==> src/rtl/tmr_pkg.sv <==
package tmr_pkg;

  localparam int ADDR_W = 3;

  typedef enum logic [ADDR_W-1:0] {
    A_CNT_LO = 3'd0,
    A_CNT_HI = 3'd1,
    A_HOLD   = 3'd2,
    A_PER_LO = 3'd3,
    A_PER_HI = 3'd4,
    A_CTL_LO = 3'd5,
    A_CTL_HI = 3'd6
  } reg_addr_e;

  // control word bit positions
  localparam int CB_RUN  = 0;
  localparam int CB_EXT  = 1;
  localparam int CB_GATE = 2;
  localparam int CB_PAIR = 3;
  localparam int CB_PS   = 4;
  localparam int PS_W    = 2;

  // last prescaler count for each code (divide minus one)
  function automatic logic [7:0] presc_last(input logic [PS_W-1:0] code);
    case (code)
      2'd0:    presc_last = 8'd0;
      2'd1:    presc_last = 8'd7;
      2'd2:    presc_last = 8'd63;
      default: presc_last = 8'd255;
    endcase
  endfunction

endpackage

==> src/rtl/tmr_front.sv <==
module tmr_front
  import tmr_pkg::*;
#(
  parameter int PRE_W = 8
) (
  input  logic            clk,
  input  logic            rst_n,
  input  logic            pin,
  input  logic            run,
  input  logic            ext_sel,
  input  logic            gate_en,
  input  logic [PS_W-1:0] ps,
  input  logic            clr,
  output logic            tick,
  output logic            gate_fall
);

  logic             s1_q, s2_q, s3_q;
  logic [PRE_W-1:0] pre_q, pre_d;
  logic [PRE_W-1:0] pre_last;
  logic             gated, rise, src, at_last;

  always_comb begin
    pre_last  = PRE_W'(presc_last(ps));
    gated     = gate_en & ~ext_sel;
    rise      = s2_q & ~s3_q;
    if (ext_sel)    src = rise;
    else if (gated) src = s2_q;
    else            src = 1'b1;
    at_last   = (pre_q == pre_last);
    tick      = run & ~clr & src & at_last;
    gate_fall = run & gated & s3_q & ~s2_q;
    if (clr)          pre_d = '0;
    else if (!src)    pre_d = pre_q;
    else if (at_last) pre_d = '0;
    else              pre_d = pre_q + PRE_W'(1);
  end

  always_ff @(posedge clk or negedge rst_n) begin
    if (!rst_n) begin
      s1_q  <= 1'b0;
      s2_q  <= 1'b0;
      s3_q  <= 1'b0;
      pre_q <= '0;
    end else begin
      s1_q  <= pin;
      s2_q  <= s1_q;
      s3_q  <= s2_q;
      pre_q <= pre_d;
    end
  end

  // a cleared prescaler restarts from zero
  assert_pre_clear_R3: assert property (@(posedge clk) disable iff (!rst_n)
    clr |=> (pre_q == '0));

endmodule

==> src/rtl/tmr_word.sv <==
module tmr_word #(
  parameter int W = 16
) (
  input  logic         clk,
  input  logic         rst_n,
  input  logic         ld,
  input  logic [W-1:0] ld_val,
  input  logic         zero,
  input  logic         inc,
  output logic [W-1:0] cnt
);

  logic [W-1:0] cnt_q, cnt_d;

  always_comb begin
    if (ld)        cnt_d = ld_val;
    else if (zero) cnt_d = '0;
    else if (inc)  cnt_d = cnt_q + W'(1);
    else           cnt_d = cnt_q;
  end

  always_ff @(posedge clk or negedge rst_n) begin
    if (!rst_n) cnt_q <= '0;
    else        cnt_q <= cnt_d;
  end

  assign cnt = cnt_q;

  // a bus load lands exactly, with no increment on top
  assert_load_exact_R7: assert property (@(posedge clk) disable iff (!rst_n)
    ld |=> (cnt_q == $past(ld_val)));

endmodule

==> src/rtl/casc_timer32.sv <==
module casc_timer32
  import tmr_pkg::*;
#(
  parameter int CW    = 16,
  parameter int PRE_W = 8
) (
  input  logic              clk,
  input  logic              rst_n,
  input  logic              bus_wr,
  input  logic              bus_rd,
  input  logic [ADDR_W-1:0] bus_addr,
  input  logic [CW-1:0]     bus_wdata,
  output logic [CW-1:0]     bus_rdata,
  input  logic              pin_lo,
  input  logic              pin_hi,
  output logic              evt_lo,
  output logic              evt_hi,
  output logic              adc_trig
);

  localparam int            NH      = 2;
  localparam int            DW      = 2 * CW;
  localparam logic [CW-1:0] ALL1    = '1;
  localparam logic [CW-1:0] MASK_LO = CW'(6'h3F);
  localparam logic [CW-1:0] MASK_HI = CW'(6'h37);

  // reset: asserted asynchronously, released on the clock
  logic rs1_q, rs2_q, rst_ni;
  always_ff @(posedge clk or negedge rst_n) begin
    if (!rst_n) begin
      rs1_q <= 1'b0;
      rs2_q <= 1'b0;
    end else begin
      rs1_q <= 1'b1;
      rs2_q <= rs1_q;
    end
  end
  assign rst_ni = rs2_q;

  // register state
  logic [CW-1:0] ctl_lo_q, ctl_hi_q, per_lo_q, per_hi_q, hold_q;
  logic [CW-1:0] ctl_lo_d, ctl_hi_d, per_lo_d, per_hi_d, hold_d;
  logic          evt_lo_q, evt_hi_q, trig_q;
  logic          evt_lo_d, evt_hi_d, trig_d;

  // bus decode
  logic wr_lo, wr_hi, wr_hold, wr_plo, wr_phi, wr_clo, wr_chi, rd_lo, cnt_wr;
  always_comb begin
    wr_lo   = bus_wr & (bus_addr == A_CNT_LO);
    wr_hi   = bus_wr & (bus_addr == A_CNT_HI);
    wr_hold = bus_wr & (bus_addr == A_HOLD);
    wr_plo  = bus_wr & (bus_addr == A_PER_LO);
    wr_phi  = bus_wr & (bus_addr == A_PER_HI);
    wr_clo  = bus_wr & (bus_addr == A_CTL_LO);
    wr_chi  = bus_wr & (bus_addr == A_CTL_HI);
    rd_lo   = bus_rd & (bus_addr == A_CNT_LO);
    cnt_wr  = wr_lo | wr_hi;
  end

  // per-half front ends and count words
  logic [NH-1:0]           f_pin, f_run, f_ext, f_gate, f_clr, f_tick, f_fall;
  logic [NH-1:0][PS_W-1:0] f_ps;
  logic [NH-1:0]           w_ld, w_zero, w_inc;
  logic [NH-1:0][CW-1:0]   w_val, w_cnt;
  logic [NH-1:0][CW-1:0]   ctl_v;

  genvar h;
  generate
    for (h = 0; h < NH; h++) begin : g_half
      tmr_front #(.PRE_W(PRE_W)) u_front (
        .clk       (clk),
        .rst_n     (rst_ni),
        .pin       (f_pin[h]),
        .run       (f_run[h]),
        .ext_sel   (f_ext[h]),
        .gate_en   (f_gate[h]),
        .ps        (f_ps[h]),
        .clr       (f_clr[h]),
        .tick      (f_tick[h]),
        .gate_fall (f_fall[h])
      );
      tmr_word #(.W(CW)) u_word (
        .clk    (clk),
        .rst_n  (rst_ni),
        .ld     (w_ld[h]),
        .ld_val (w_val[h]),
        .zero   (w_zero[h]),
        .inc    (w_inc[h]),
        .cnt    (w_cnt[h])
      );
    end
  endgenerate

  // counting control
  logic          pair, gm_lo, gm_hi;
  logic [CW-1:0] cnt_lo, cnt_hi;
  logic [DW-1:0] cnt32, per32;
  logic          match_lo, match_hi, match32, carry;

  always_comb begin
    pair     = ctl_lo_q[CB_PAIR];
    ctl_v[0] = ctl_lo_q;
    ctl_v[1] = ctl_hi_q;
    f_pin[0] = pin_lo;
    f_pin[1] = pin_hi;
    for (int i = 0; i < NH; i++) begin
      f_ext[i]  = ctl_v[i][CB_EXT];
      f_gate[i] = ctl_v[i][CB_GATE];
      f_ps[i]   = ctl_v[i][CB_PS +: PS_W];
    end
    // the high front sleeps while paired; its control word is ignored
    f_run[0] = ctl_lo_q[CB_RUN];
    f_run[1] = ctl_hi_q[CB_RUN] & ~pair;
    f_clr[0] = ~f_run[0] | wr_lo | (pair & wr_hi);
    f_clr[1] = ~f_run[1] | wr_hi;

    gm_lo    = ctl_lo_q[CB_GATE] & ~ctl_lo_q[CB_EXT];
    gm_hi    = ctl_hi_q[CB_GATE] & ~ctl_hi_q[CB_EXT];

    cnt_lo   = w_cnt[0];
    cnt_hi   = w_cnt[1];
    cnt32    = {cnt_hi, cnt_lo};
    per32    = {per_hi_q, per_lo_q};
    match_lo = f_tick[0] & (cnt_lo == per_lo_q);
    match_hi = f_tick[1] & (cnt_hi == per_hi_q);
    match32  = f_tick[0] & (cnt32 == per32);
    carry    = f_tick[0] & (cnt_lo == ALL1);

    w_ld[0]   = wr_lo;
    w_val[0]  = bus_wdata;
    w_zero[0] = pair ? match32 : match_lo;
    w_inc[0]  = f_tick[0];

    w_ld[1]   = wr_hi | (pair & wr_lo);
    w_val[1]  = (pair & wr_lo) ? hold_q : bus_wdata;
    w_zero[1] = pair ? match32 : match_hi;
    w_inc[1]  = pair ? carry : f_tick[1];
  end

  // events and trigger
  always_comb begin
    evt_lo_d = ~pair & ((match_lo & (per_lo_q != '0) & ~gm_lo) | f_fall[0]);
    if (pair) begin
      evt_hi_d = (match32 & (per32 != '0) & ~gm_lo) | f_fall[0];
      trig_d   = match32 & (per32 != '0);
    end else begin
      evt_hi_d = (match_hi & (per_hi_q != '0) & ~gm_hi) | f_fall[1];
      trig_d   = match_hi & (per_hi_q != '0);
    end
  end

  // register next state
  always_comb begin
    ctl_lo_d = wr_clo ? (bus_wdata & MASK_LO) : ctl_lo_q;
    ctl_hi_d = wr_chi ? (bus_wdata & MASK_HI) : ctl_hi_q;
    per_lo_d = wr_plo ? bus_wdata : per_lo_q;
    per_hi_d = wr_phi ? bus_wdata : per_hi_q;
    if (wr_hold)             hold_d = bus_wdata;
    else if (pair && rd_lo)  hold_d = cnt_hi;
    else                     hold_d = hold_q;
  end

  always_ff @(posedge clk or negedge rst_ni) begin
    if (!rst_ni) begin
      ctl_lo_q <= '0;
      ctl_hi_q <= '0;
      per_lo_q <= '0;
      per_hi_q <= '0;
      hold_q   <= '0;
      evt_lo_q <= 1'b0;
      evt_hi_q <= 1'b0;
      trig_q   <= 1'b0;
    end else begin
      ctl_lo_q <= ctl_lo_d;
      ctl_hi_q <= ctl_hi_d;
      per_lo_q <= per_lo_d;
      per_hi_q <= per_hi_d;
      hold_q   <= hold_d;
      evt_lo_q <= evt_lo_d;
      evt_hi_q <= evt_hi_d;
      trig_q   <= trig_d;
    end
  end

  // read mux
  always_comb begin
    case (bus_addr)
      A_CNT_LO: bus_rdata = cnt_lo;
      A_CNT_HI: bus_rdata = cnt_hi;
      A_HOLD:   bus_rdata = hold_q;
      A_PER_LO: bus_rdata = per_lo_q;
      A_PER_HI: bus_rdata = per_hi_q;
      A_CTL_LO: bus_rdata = ctl_lo_q;
      A_CTL_HI: bus_rdata = ctl_hi_q;
      default:  bus_rdata = '0;
    endcase
  end

  assign evt_lo   = evt_lo_q;
  assign evt_hi   = evt_hi_q;
  assign adc_trig = trig_q;

  // while paired, the high word moves only by carry, wrap or write
  assert_hi_carry_only_R4: assert property (@(posedge clk) disable iff (!rst_ni)
    (pair && !cnt_wr && (cnt_lo != ALL1) && !match32) |=> $stable(cnt_hi));

  // a 32-bit match leaves both words at zero
  assert_wrap_zero_R5: assert property (@(posedge clk) disable iff (!rst_ni)
    (pair && match32 && !cnt_wr) |=> (cnt_lo == '0 && cnt_hi == '0));

  // a paired low read leaves the prior high word in the holding register
  assert_snapshot_R6: assert property (@(posedge clk) disable iff (!rst_ni)
    (pair && rd_lo && !wr_hold) |=> (hold_q == $past(cnt_hi)));

  // the trigger is a single-cycle pulse
  assert_trig_pulse_R9: assert property (@(posedge clk) disable iff (!rst_ni)
    trig_q |=> !trig_q);

endmodule

==> config.mk <==
export PLATFORM = sky130hd
export DESIGN_NAME = casc_timer32
export DESIGN_NICKNAME = d
export VERILOG_FILES = /design/src/rtl/tmr_pkg.sv /design/src/rtl/tmr_front.sv /design/src/rtl/tmr_word.sv /design/src/rtl/casc_timer32.sv
export SDC_FILE = /design/constraint.sdc
export NUM_CORES = 1
export LEC_CHECK = 0
export BUFFER_PORTS_ARGS = -buffer_cell sky130_fd_sc_hd__buf_4
export CAP_MARGIN = 20
export CORE_ASPECT_RATIO = 0.8
export CORE_UTILIZATION = 60
export DETAILED_ROUTE_END_ITERATION = 10
export PLACE_DENSITY = 0.87
export SYNTH_ARGS = -nofsm -noshare
export SYNTH_HDL_FRONTEND = slang
export SYNTH_SLANG_ARGS = --single-unit
export TNS_END_PERCENT = 100
==> constraint.sdc <==
create_clock -name clk -period 4.64 [get_ports clk]
set_input_delay 0.232 -clock clk [delete_from_list [all_inputs] [get_ports clk]]
set_output_delay 0.232 -clock clk [all_outputs]
set_load 0.02 [all_outputs]
# Yosys cells after proc, flatten, opt, wreduce, memory -nomap -nowiden
# Cells that the tools add are included.
dict set report totals {
  register_bits 118
  latch_bits 0
  ramBits 0
  mem_bits_ro 0
  word_cells 137
  n_memories 0
}
dict set report op_classes {
  addsub 4
  multipliers 0
  div 0
  n_lt_le_gt_ge 0
  n_eq_ne 16
  shifts 0
  mux 27
  bitwise_logic 58
  reduce_logical 12
}
# cell n
set op_table {}
lappend op_table {{$mux W16} 9}
lappend op_table {{$pmux W16 S7} 1}
lappend op_table {{$mux W8} 6}
lappend op_table {{$pmux W8 S3} 2}
lappend op_table {{$and A1 B1 Y1} 38}
lappend op_table {{$add A16 B1 Y16 const B} 2}
lappend op_table {{$eq A16 B16 Y1} 2}
lappend op_table {{$eq A32 B32 Y1} 1}
lappend op_table {{$reduce_bool A16 Y1} 2}
lappend op_table {{$reduce_bool A32 Y1} 1}
lappend op_table {{$add A8 B1 Y8 const B} 2}
lappend op_table {{$eq A16 B16 Y1 const B} 1}
lappend op_table {{$eq A8 B8 Y1} 2}
lappend op_table {{$not A1 Y1} 13}
lappend op_table {{$eq A3 B3 Y1 const B} 3}
lappend op_table {{$mux W1} 9}
lappend op_table {{$or A1 B1 Y1} 7}
lappend op_table {{$eq A3 B2 Y1 const B} 2}
lappend op_table {{$reduce_bool A2 Y1} 3}
lappend op_table {{$reduce_bool A3 Y1} 2}
lappend op_table {{$eq A2 B1 Y1 const B} 2}
lappend op_table {{$eq A2 B2 Y1 const B} 2}
lappend op_table {{$logic_not A2 Y1} 2}
lappend op_table {{$eq A3 B1 Y1 const B} 1}
lappend op_table {{2 further kinds} 2}

# Depth between registers and ports, before layout
# Gate-level depths: netlist (run 1).
dict set report logic_depth {
  depth_word 13
  mapped_depth 10
  depth_no_buf 8
}

# Hierarchy
# Synthesis (run 1) repeated with hierarchy kept, for this count alone.
dict set report unflattened {
  cells_unflattened 705
  hier_area_um2 7307.0
}
# mod n_inst cells_per_inst area_per_inst_um2 seq_area_each_um2
set by_module_without_submodules {}
lappend by_module_without_submodules {casc_timer32 1 371 4156.5 1601.5}
lappend by_module_without_submodules {tmr_word 2 108 949.7 400.4}
lappend by_module_without_submodules {tmr_front 2 59 625.6 275.3}

# Worst setup path after synthesis (run 1)
# OpenSTA, ideal clock, no wires.
dict set report synth_path {
  path_type {register to register}
  startpoint {register g_half[0].u_word.cnt_q[0]}
  endpoint {register g_half[1].u_word.cnt_q[11]}
  setup_ns 0.129
  t_arrival_ns 2.313
  t_required_ns 4.511
  path_slack_ns 2.198
  path_stages_with_launch 9
  path_buffers 0
  synth_period_minus_slack_ns 2.442
  path_cell_list {dfrtp_1 ha_1 nand3_2 or4_4 or3_4 o41ai_4 nand3_2 o21ai_1 a21oi_1}
}
dict set report synth_via {
  elab_chain_cells 5
  elab_cells_between_ends 9
}
# element line
set synth_lines {}
lappend synth_lines {{from (decl)} tmr_word.sv:13} ;# logic [W-1:0] cnt_q, cnt_d;
lappend synth_lines {{from (signal assigned)} tmr_word.sv:24} ;# else cnt_q <= cnt_d;
lappend synth_lines {{$eq A32 B32 Y1} casc_timer32.sv:126} ;# match32 = f_tick[0] & (cnt32 == per32);
lappend synth_lines {{$and A1 B1 Y1} casc_timer32.sv:126}
lappend synth_lines {{$mux W1} casc_timer32.sv:136} ;# w_zero[1] = pair ? match32 : match_hi;
lappend synth_lines {{$mux W16} tmr_word.sv:17} ;# else if (zero) cnt_d = '0;
lappend synth_lines {{$mux W16} tmr_word.sv:16} ;# if (ld) cnt_d = ld_val;
lappend synth_lines {{to (signal assigned)} tmr_word.sv:24}
lappend synth_lines {{to (decl)} tmr_word.sv:13}
# Several ways; a longest one is shown, not always the timed one.
# A chain may end at the register's enable or synchronous reset.

# Worst setup path after layout (run 1)
dict set report layout_path {
  startpoint {register g_half[0].u_word.cnt_q[0]}
  endpoint {register g_half[1].u_word.cnt_q[13]}
}
# The elaborated chain is that of the path after synthesis.

==> results of run 1 <==
## sequential cells by signal, summed over array words and instances (netlist names), 2 cells and up
register / flops
ctl_lo_q: 6
g_half.u_front.s1_q: 2
g_half.u_front.pre_q: 16
per_hi_q: 16
g_half.u_front.s3_q: 2
hold_q: 16
per_lo_q: 16
ctl_hi_q: 5
g_half.u_word.cnt: 32
g_half.u_front.s2_q: 2
## area by class of cell
cell class	instances	area, um2
Multi-Input combinational cell	527	3747
Fill cell	757	3053
Sequential cell	118	2957
Timing Repair Buffer	54	440.4
Clock buffer	18	439.2
Tap cell	144	180.2
Clock inverter	14	151.4
Inverter	36	135.1
## timing repair
| action | CTS | global route |
|---|---|---|
| hold endpoints to repair | 4 | 0 |
| hold buffers | 3 | 0 |
| setup buffers | 0 | 0 |
## final timing paths
kind / start / end / slack [ns] / cells past startpoint
worst max-delay path: g_half[0].u_word.cnt[0]$_DFFE_PN0P_ / g_half[1].u_word.cnt[13]$_DFFE_PN0P_ / 1.71 / 8
worst min-delay path: bus_wdata[7] / g_half[0].u_word.cnt[7]$_DFFE_PN0P_ / 0.10 / 3
worst max register to register: g_half[0].u_word.cnt[0]$_DFFE_PN0P_ / g_half[1].u_word.cnt[13]$_DFFE_PN0P_ / 1.71 / 8
worst min register to register: rs2_q$_DFF_PN0_ / g_half[1].u_front.pre_q[5]$_DFFE_PN0P_ / 0.21 / 0
max in group asynchronous: rs2_q$_DFF_PN0_ / per_lo_q[7]$_DFFE_PN0P_ / 3.33 / 2
min in group asynchronous: rst_n / rs2_q$_DFF_PN0_ / 0.13 / 2
## power breakdown
| part | internal (mW) | switching (mW) | total, mW | leakage (nW) |
|---|---|---|---|---|
| clock network | 0.807 | 0.498 | 1.30 | 0.287 |
| logic | 0.406 | 0.452 | 0.858 | 1.69 |
| registers | 1.23 | 0.374 | 1.60 | 1.49 |
## stage by stage
step / setup slack (ns) / hold slack, ns / power [mW] / utilization [%]
after floorplan: 1.109 / -0.06359 / 2.096 / -
after global placement: 1.752 / 0.01519 / 2.368 / 66.53
after detailed placement: 1.690 / 0.01805 / 2.409 / 66.53
after CTS: 1.673 / 0.08711 / 3.723 / 72.12
after global routing: 1.599 / 0.1010 / 3.913 / 72.50
final: 1.709 / 0.1034 / 3.764 / 72.50
## synth_stat cells (all sizes together) (2+ instances only)
cell type	count
nand3	24
and4	2
nor3	11
o21a	2
nor3b	4
nand4	13
mux2i	7
nand3b	2
or2	2
nand2	71
a21oi	42
nand2b	10
a221o	11
or4	4
and2	2
mux2	46
clkbuf	23
nor2b	10
nor4	25
dfrtp	118
o311ai	4
a222oi	14
nand4b	3
o31ai	6
or3	4
a31oi	3
a22oi	19
nor2	32
a211o	3
o41ai	2
a211oi	4
mux4	12
ha	4
and3	5
o21ai	67
o211ai	2
xor2	34
buf	19
xnor2	4
inv	36
## cell families (layout without fill, tap and decap cells)
logic type               after synthesis  count (layout)  share of synthesized area (%)
AND/OR/NAND/NOR                      229             229                          17.24
adder cells (fa/ha/maj)                4               4                         0.7138
other                                  1               1                        0.05348
AO/OA/AOI/OAI                        190             190                          18.24
multiplexers                          65              65                          12.29
flip-flops                           118             118                          42.11
buffers and inverters                 78             122                          4.604
XOR/XNOR                              38              38                          4.747
## tightest hold or removal path, delay by kind of cell
kind	cells	cell delay (ns)
and+or+nand+nor	2	0.11
buffers and inverters	1	0.14
## layer usage
layer  track usage, %  up-vias
li1                 -     2767
met3            11.17       56
met2            52.59      439
met5                0        -
met4            12.57        0
met1            51.87     3114
==> results.cfg, run 1 <==
[clock_network]
cts_made_buffers = 17
root_buffer = clkbuf_16
clk_latency_ns = 0.42
cts_tree = done
cts_max_level = 4
ctsResizeCount = 0
clkSinkCount = 118
path_clk_slew_ns = 0.06
cts_buffer_depth = 2

[drt]
via_per_inst = 6.999
drt_first_iter_violations = 793
dr_wl_met3_mm = 2.742
dr_wl_met2_mm = 9.203
drt-met1-wl_mm = 8.435
vias = 6376
dr.max_layer_used = met4
ant_nets = 0
drc = 0
wl_mm = 20.87
wl_per_cell_um = 22.90
drt-pass1-iter-count = 8

[worst_setup_path]
path_buf_inv = 0
path_delay_family = simple AND/OR/NAND/NOR gates
crit_type = reg -> reg
cpPeakStageDelay_ns = 0.57
path_max_fanout = 8
worstPathRequired_ns = 4.93
cp_cell_sequence = ha_1 -> nand3_2 -> or4_4 -> or3_4 -> o41ai_4 -> nand3_2 -> o21ai_1 -> a21oi_1
cp-end-kind = flop
critPathLaunchType = flop
cp_common_cell = nand3_2
critical_path_arrival_ns = 3.22
slowest_stage = or4_4

[sta]
period_needed_ns = 2.931
final_hold_viol_count = 0
rsz0062_at_grt = false
final_max_slew_viol_count = 0
tightest_slew_ns = 0.9700
fin_crit_sh_pct = 63.17
maxSlewHeadroom_pct = 34.99
setup_viol = 0
fmax_mhz = 341.2
setup_tns_ns = 0
finClkSkew_ns = 0.009896

[flow_run]
drv_cap = 0

[yosys]
syn-num-nets = 752
ys_warn_count = 0
synth_top_area_cell = dfrtp_1
yosysSeqAreaShare_pct = 42.11
syn_area_per_cell_um2 = 9.698
synth_cells = 723
yosysTopAreaCellShare_pct = 42.11
synth.distinct_cells = 68
ys_ff_latch = 118
synth_flop_cell = dfrtp_1
synthTopCellsByArea = dfrtp_1 (42%), mux2_2 (7.4%), xor2_1 (4.2%)
synthesis.area_um2 = 7012
synth-async-reset-ratio_pct = 100.0
synth_edf_count = 0

[power_and_ir_drop]
powerDensity_nw_per_um2 = 467.6
leakagePower_nw = 3.468
ir_drop_v = 0.0002505

[die]
num_io_pins = 44
die_area_um2 = 12130
start_util_pct = 63.15
coreArea_um2 = 11100
std_cell_rows = 34
die_y_um = 98.69
die_w_um = 122.9

[grt]
overflow = 0
grt_pass1_wl_mm = 32.93
grt_pass1_vias = 6014
antenna_found_initial = 0
grt_util_all_layers_pct = 36.44
grt_max_degree = 89

[finish]
antenna_cells = 0
final_layout_size_suffix_gt1_share_pct = 20.47
layout.nets = 783
fin_area_um2 = 8050
final_common_cell = dfrtp_1
area_delta_synth_final_pct = 14.81
layout_common_cells = dfrtp_1 (117), nand2_1 (71), o21ai_0 (59)
layout.cells.non_filler = 911

[outcome]
run_status = finished clean

[place]
place.gp.congestion = 0.9755
post-dp-hpwl_mm = 14.17
port_buffers = 43
place_area_um2 = 7387
placed_cells = 874

[hold_path]
hp-class = in -> reg
(Power assumes the default switching activity.)
==> inputs of run 2 (changes only) <==
CORE_UTILIZATION = 56   (was 60)
PLACE_DENSITY = 0.85   (was 0.87)
clock period = 2.5 ns   (was 4.64 ns; I/O delays follow)
==> run 2 against run 1 <==
Effect of this change:
- via count grew 7.7%
- worst hold slack got worse by 0.086 ns
- clock skew decreased by 0.00083 ns
- the run now ends with setup timing left
- register-to-register slack got worse by 1.7 ns
- cell count increased by 11%
- combinational power rose to 2.6 times the previous value
- highest routed layer unchanged
- critical path depth down 1
- final area is 8.9% higher
==> results.cfg, run 2 (synthesis gave the netlist of run 1 again) <==
[hold_path]
hp-class = in -> reg
holdPathStages = 2

[grt]
grt_pass1_vias = 6432
overflow = 0
grt_pass1_wl_mm = 34.79
grt_max_degree = 54
grt_util_all_layers_pct = 35.95
antenna_found_initial = 0

[drt]
ant_nets = 0
wl_per_cell_um = 22.85
drc = 0
vias = 6867
drt-pass1-iter-count = 7
via_per_inst = 6.806
wl_mm = 23.06
drt_first_iter_violations = 972

[finish]
layout.nets = 857
fill_cells = 834
final_common_cell = dfrtp_1
antenna_cells = 0
largest_reg_flops = 32
final_layout_size_suffix_gt1_share_pct = 27.80
layout_common_cells = dfrtp_1 (116), buf_4 (111), nand2_1 (71)
area_delta_synth_final_pct = 25.04
final_util_pct = 71.82

[worst_setup_path]
crit_type = reg -> reg
reg2regPathDepth = 7
cp-end-kind = flop
path_max_fanout = 16
worstPathRequired_ns = 2.80
critical_path_arrival_ns = 2.83
critPathLaunchType = flop
cp_cell_sequence = xor2_1 -> nor4_1 -> nand4_1 -> or4_4 -> and2_4 -> o21ai_0 -> a21oi_1
slowest_stage = or4_4
cpPeakStageDelay_ns = 0.60

[clock_network]
clkSinkCount = 118
cts_max_level = 4
cts_made_buffers = 17
cts_tree = done
path_clk_slew_ns = 0.05
clk_latency_ns = 0.43
cts_buffer_depth = 2
root_buffer = clkbuf_16

[sta]
fmax_mhz = 394.8
fin_crit_sh_pct = 101.3
period_needed_ns = 2.533
finClkSkew_ns = 0.009069
rsz0062_at_grt = true
worst_slack_ns = -0.03262
whs_ns = 0.01725
final_max_slew_viol_count = 0
maxSlewHeadroom_pct = 44.56
setup_viol = 3
tightest_slew_ns = 0.8277
final_hold_viol_count = 0

[die]
std_cell_rows = 36
die_w_um = 127.1
num_io_pins = 44
die_y_um = 102.1
die_area_um2 = 12980
start_util_pct = 57.44
coreArea_um2 = 12210

[flow_run]
drv_cap = 0

[power_and_ir_drop]
ir_drop_v = 0.0005053
powerDensity_nw_per_um2 = 834.5
leakagePower_nw = 3.866

[place]
place.gp.congestion = 1.000
port_buffers = 43
post-dp-hpwl_mm = 16.09

[outcome]
run_status = finished, violations left
violations = setup timing
==> run 2: final cells by class <==
cell class                      count  area (um2)  area share [%]
Clock inverter                      4       45.04          0.5138
Multi-Input combinational cell    527        3849           43.90
Tap cell                          171       214.0           2.440
Inverter                           36       135.1           1.541
Clock buffer                       25       505.5           5.766
Sequential cell                   118        2958           33.74
Timing Repair Buffer              128        1061           12.10
==> run 2: timing repair <==
action,CTS,global route
endpoints found under the hold margin,18,0
hold buffers,10,0
cloned,0,1
pin swaps,2,7
setup endpoints to repair,16,27
buffers inserted,0,4
resized for setup,5,19
==> run 2: final timing paths <==
kind | from | to | slack [ns]
min reg2reg | rs2_q$_DFF_PN0_ | g_half[1].u_front.pre_q[6]$_DFFE_PN0P_ | 0.32
max reg2reg | per_hi_q[12]$_DFFE_PN0P_ | g_half[1].u_word.cnt[1]$_DFFE_PN0P_ | -0.03
max | per_hi_q[12]$_DFFE_PN0P_ | g_half[1].u_word.cnt[1]$_DFFE_PN0P_ | -0.03
max in group asynchronous | rs2_q$_DFF_PN0_ | per_lo_q[11]$_DFFE_PN0P_ | 1.38
min in group asynchronous | rst_n | rs2_q$_DFF_PN0_ | 0.03
min | bus_wdata[8] | per_lo_q[8]$_DFFE_PN0P_ | 0.02
==> run 2: report_power, final <==
group	leakage (nW)	total [mW]	internal [mW]	switching [mW]
registers	1.49	2.78	2.28	0.496
logic	2.10	2.23	1.04	1.19
clock network	0.275	2.31	1.47	0.835
total	3.87	7.32	4.79	2.52
==> run 2: routing by layer <==
metal	track usage [%]	vias to the layer above	routed length [um]
li1	-	2914	-
met1	47.16	3367	8890
met2	54.61	494	10260
met3	12.83	92	3163
met4	14.74	0	745
met5	0	-	0
==> run 2: through the flow <==
step	power (mW)	setup TNS, ns	area, um2	setup WS, ns	cells
2_1_floorplan	3.889	0	7013	0.05755	723
3_3_place_gp	4.717	-0.4517	7939	-0.05704	965
3_5_place_dp	4.804	-0.9485	7939	-0.1029	965
4_1_cts	7.123	-0.009167	8608	-0.009167	1004
5_1_grt	7.574	-0.2493	8767	-0.03699	1009
6_report	7.316	-0.05239	8767	-0.03262	1009
==> run 2: worst max-delay path: cells and delay by family (launching register included) <==
kind / cells / cell delay, ns
AOI/OAI and AO/OA: 2 / 0.22
xor gates and xnor gates: 1 / 0.20
DFF: 1 / 0.44
and+or+nand+nor: 4 / 1.54
==> inputs of run 3 (changes only) <==
ABC_AREA = 1   (was not set)
RECOVER_POWER = 50   (was not set)
==> run 3 against run 2 <==
Effect of this change:
- the flow finishes with violations (capacitance limit, slew limit)
- total power grew 14%
- largest cell class unchanged
- final area shrank 4.0%
- first-iteration DRC count shrank 4.2%
- non-clock buffer count shrank 55
- sequential share of layout area grew 1.4 points
- worst setup slack gained 0.16 ns
- clock skew is essentially flat
- global-route usage grew 0.66 points
- critical path depth grew 3
- register-to-register slack gained 0.16 ns
==> results.cfg, run 3 <==
[outcome]
run_status = finished, violations left
violations = capacitance limit, slew limit

[die]
coreArea_um2 = 12300
std_cell_rows = 36
die_w_um = 128.3
num_io_pins = 44
die_y_um = 103.0
die_area_um2 = 13220
start_util_pct = 58.10

[drt]
ant_nets = 0
wl_per_cell_um = 18.73
drt_first_iter_violations = 931
vias = 7318
drt-pass1-iter-count = 6
via_per_inst = 6.093
drc = 0
wl_mm = 22.50

[worst_setup_path]
worstPathRequired_ns = 2.81
cp-end-kind = flop
critical_path_arrival_ns = 2.68
reg2regPathDepth = 10
critPathLaunchType = flop
path_max_fanout = 17
crit_type = reg -> reg

[yosys]
synth_top_area_cell = dfrtp_1
synth_common_cells = nand2_1 (253), dfrtp_1 (118), inv_1 (111)
synth.distinct_cells = 38
syn_area_per_cell_um2 = 7.473
synthesis.area_um2 = 7144
yosysTopAreaCellShare_pct = 41.33
synth_cells = 956
yosysSeqAreaShare_pct = 41.33
yosysMostFrequentCell = nand2_1
synthTopCellsByArea = dfrtp_1 (41%), nand2_1 (13%), o21ai_0 (6.3%)
syn-num-nets = 985
synth-async-reset-ratio_pct = 100.0
ys_warn_count = 0
synth_edf_count = 0
synth_flop_cell = dfrtp_1
ys_ff_latch = 118

[clock_network]
clkSinkCount = 118
root_buffer = clkbuf_16
cts_made_buffers = 17
clk_latency_ns = 0.42
path_clk_slew_ns = 0.06
postCtsSetupBuffers = 0
cts_buffer_depth = 2
cts_tree = done
cts_max_level = 4

[hold_path]
holdPathStages = 3
hp-class = in -> reg

[finish]
final_layout_size_suffix_gt1_share_pct = 12.23
antenna_cells = 0
largest_reg_flops = 32
layout.nets = 1046
final_common_cell = nand2_1
layout_common_cells = nand2_1 (253), dfrtp_1 (118), inv_1 (111)
area_delta_synth_final_pct = 17.78

[sta]
finClkSkew_ns = 0.009212
final_hold_viol_count = 0
setup_viol = 0
rsz0062_at_grt = false
fin_crit_sh_pct = 94.73
maxSlewHeadroom_pct = -26.86
setup_tns_ns = 0
tightest_slew_ns = 1.903
fmax_mhz = 422.2
period_needed_ns = 2.368
final_max_slew_viol_count = 44

[power_and_ir_drop]
fin_total_pwr_mw = 8.306
powerDensity_nw_per_um2 = 987.1
ir_drop_v = 0.0005747
leakagePower_nw = 3.936

[grt]
grt_pass1_vias = 6686
antenna_found_initial = 0
grt_util_all_layers_pct = 36.61
grt_pass1_wl_mm = 36.41
grt_max_degree = 46
overflow = 0

[place]
port_buffers = 43
post-dp-hpwl_mm = 15.84
place.gp.congestion = 0.9542

[flow_run]
drv_cap = 1
## run 3: cell count changes in the layout (fill, tap and decap cells not counted), moves of 14 or more
| cell | before | now |
|---|---|---|
| nand2_1 | 71 | 253 |
| inv_1 | 36 | 111 |
| buf_4 | 111 | 57 |
| o22ai_1 | 0 | 47 |
| mux2_2 | 46 | 0 |
| nor2_1 | 31 | 70 |
| a21oi_1 | 42 | 10 |
| o21ai_0 | 58 | 90 |
| nand3_1 | 21 | 44 |
| xnor2_1 | 4 | 27 |
| o21bai_1 | 0 | 15 |
| a221oi_1 | 0 | 14 |
| a222oi_1 | 14 | 0 |
## run 3: area by class of cell
| type | count | area, um2 |
|---|---|---|
| fill | 989 | 3882 |
| multi-input combinational | 682 | 3572 |
| sequential | 118 | 2953 |
| timing repair buffer | 73 | 581.8 |
| inverter | 125 | 469.2 |
| clock buffer | 19 | 452.9 |
| tap | 171 | 214.0 |
| clock inverter | 13 | 171.4 |
## run 3: per-stage QoR
| step | hold slack (ns) | utilization [%] | area [um2] | worst slack, ns | std cells |
|---|---|---|---|---|---|
| 6_report | 0.002002 | 68.43 | 8414 | 0.1317 | 1201 |
| 5_1_grt | 0.005727 | 68.43 | 8414 | 0.003904 | 1201 |
| 4_1_cts | 0.001369 | 68.59 | 8434 | 0.1650 | 1201 |
| 3_5_place_dp | -0.09051 | 63.02 | 7750 | 0.2167 | 1163 |
| 3_3_place_gp | -0.09139 | 63.02 | 7750 | 0.2080 | 1163 |
| 2_1_floorplan | -0.1706 | - | 7146 | 0.5298 | 956 |
## run 3: final timing paths
| kind | startpoint | end | slack, ns |
|---|---|---|---|
| max in group asynchronous | rs2_q$_DFF_PN0_ | hold_q[0]$_DFFE_PN0P_ | 0.58 |
| min in group asynchronous | rst_n | rs1_q$_DFF_PN0_ | 0.01 |
| hold / removal | bus_wdata[13] | hold_q[13]$_DFFE_PN0P_ | 0.002 |
| setup reg to reg | g_half[0].u_word.cnt[1]$_DFFE_PN0P_ | g_half[1].u_word.cnt[14]$_DFFE_PN0P_ | 0.13 |
| setup / recovery | g_half[0].u_word.cnt[1]$_DFFE_PN0P_ | g_half[1].u_word.cnt[14]$_DFFE_PN0P_ | 0.13 |
| hold reg to reg | g_half[1].u_front.s1_q$_DFF_PN0_ | g_half[1].u_front.s2_q$_DFF_PN0_ | 0.35 |
## run 3: kinds of logic after synthesis
logic type / synth area share [%]
other: 0.05249
XOR/XNOR: 6.252
AO/OA/AOI/OAI: 17.97
flip-flops: 41.33
buffers and inverters: 8.704
AND/OR/NAND/NOR: 24.99
adder cells (fa/ha/maj): 0.7006
## run 3: power breakdown
group / internal, mW / switching, mW
Sequential: 2.37 / 0.650
Clock: 1.63 / 0.975
Combinational: 1.06 / 1.61
## run 3: critical path, stage by stage (launching register included)
cell and delay (ns):
dfrtp_1 0.42, ha_1 0.22, nand2_1 0.11, nor3_2 0.06, nand4_1 0.11, nor3_1 0.10
nand2_1 0.07, nor3b_4 0.67, nand2_4 0.28, nand2_1 0.16, nand2_1 0.06
## run 3: timing repair
item                                   4_1_cts  5_1_grt
endpoints found under the hold margin        7        0
setup endpoints to repair                    0       11
resized for setup                            0        3
hold buffers                                 6        0
## run 3: layer usage
metal | GRT usage (%) | part of all wire (%)
met2 | 53.35 | 42
met4 | 14.93 | 3.2
met1 | 51.39 | 42
met3 | 10.43 | 13
met5 | 0 | 0
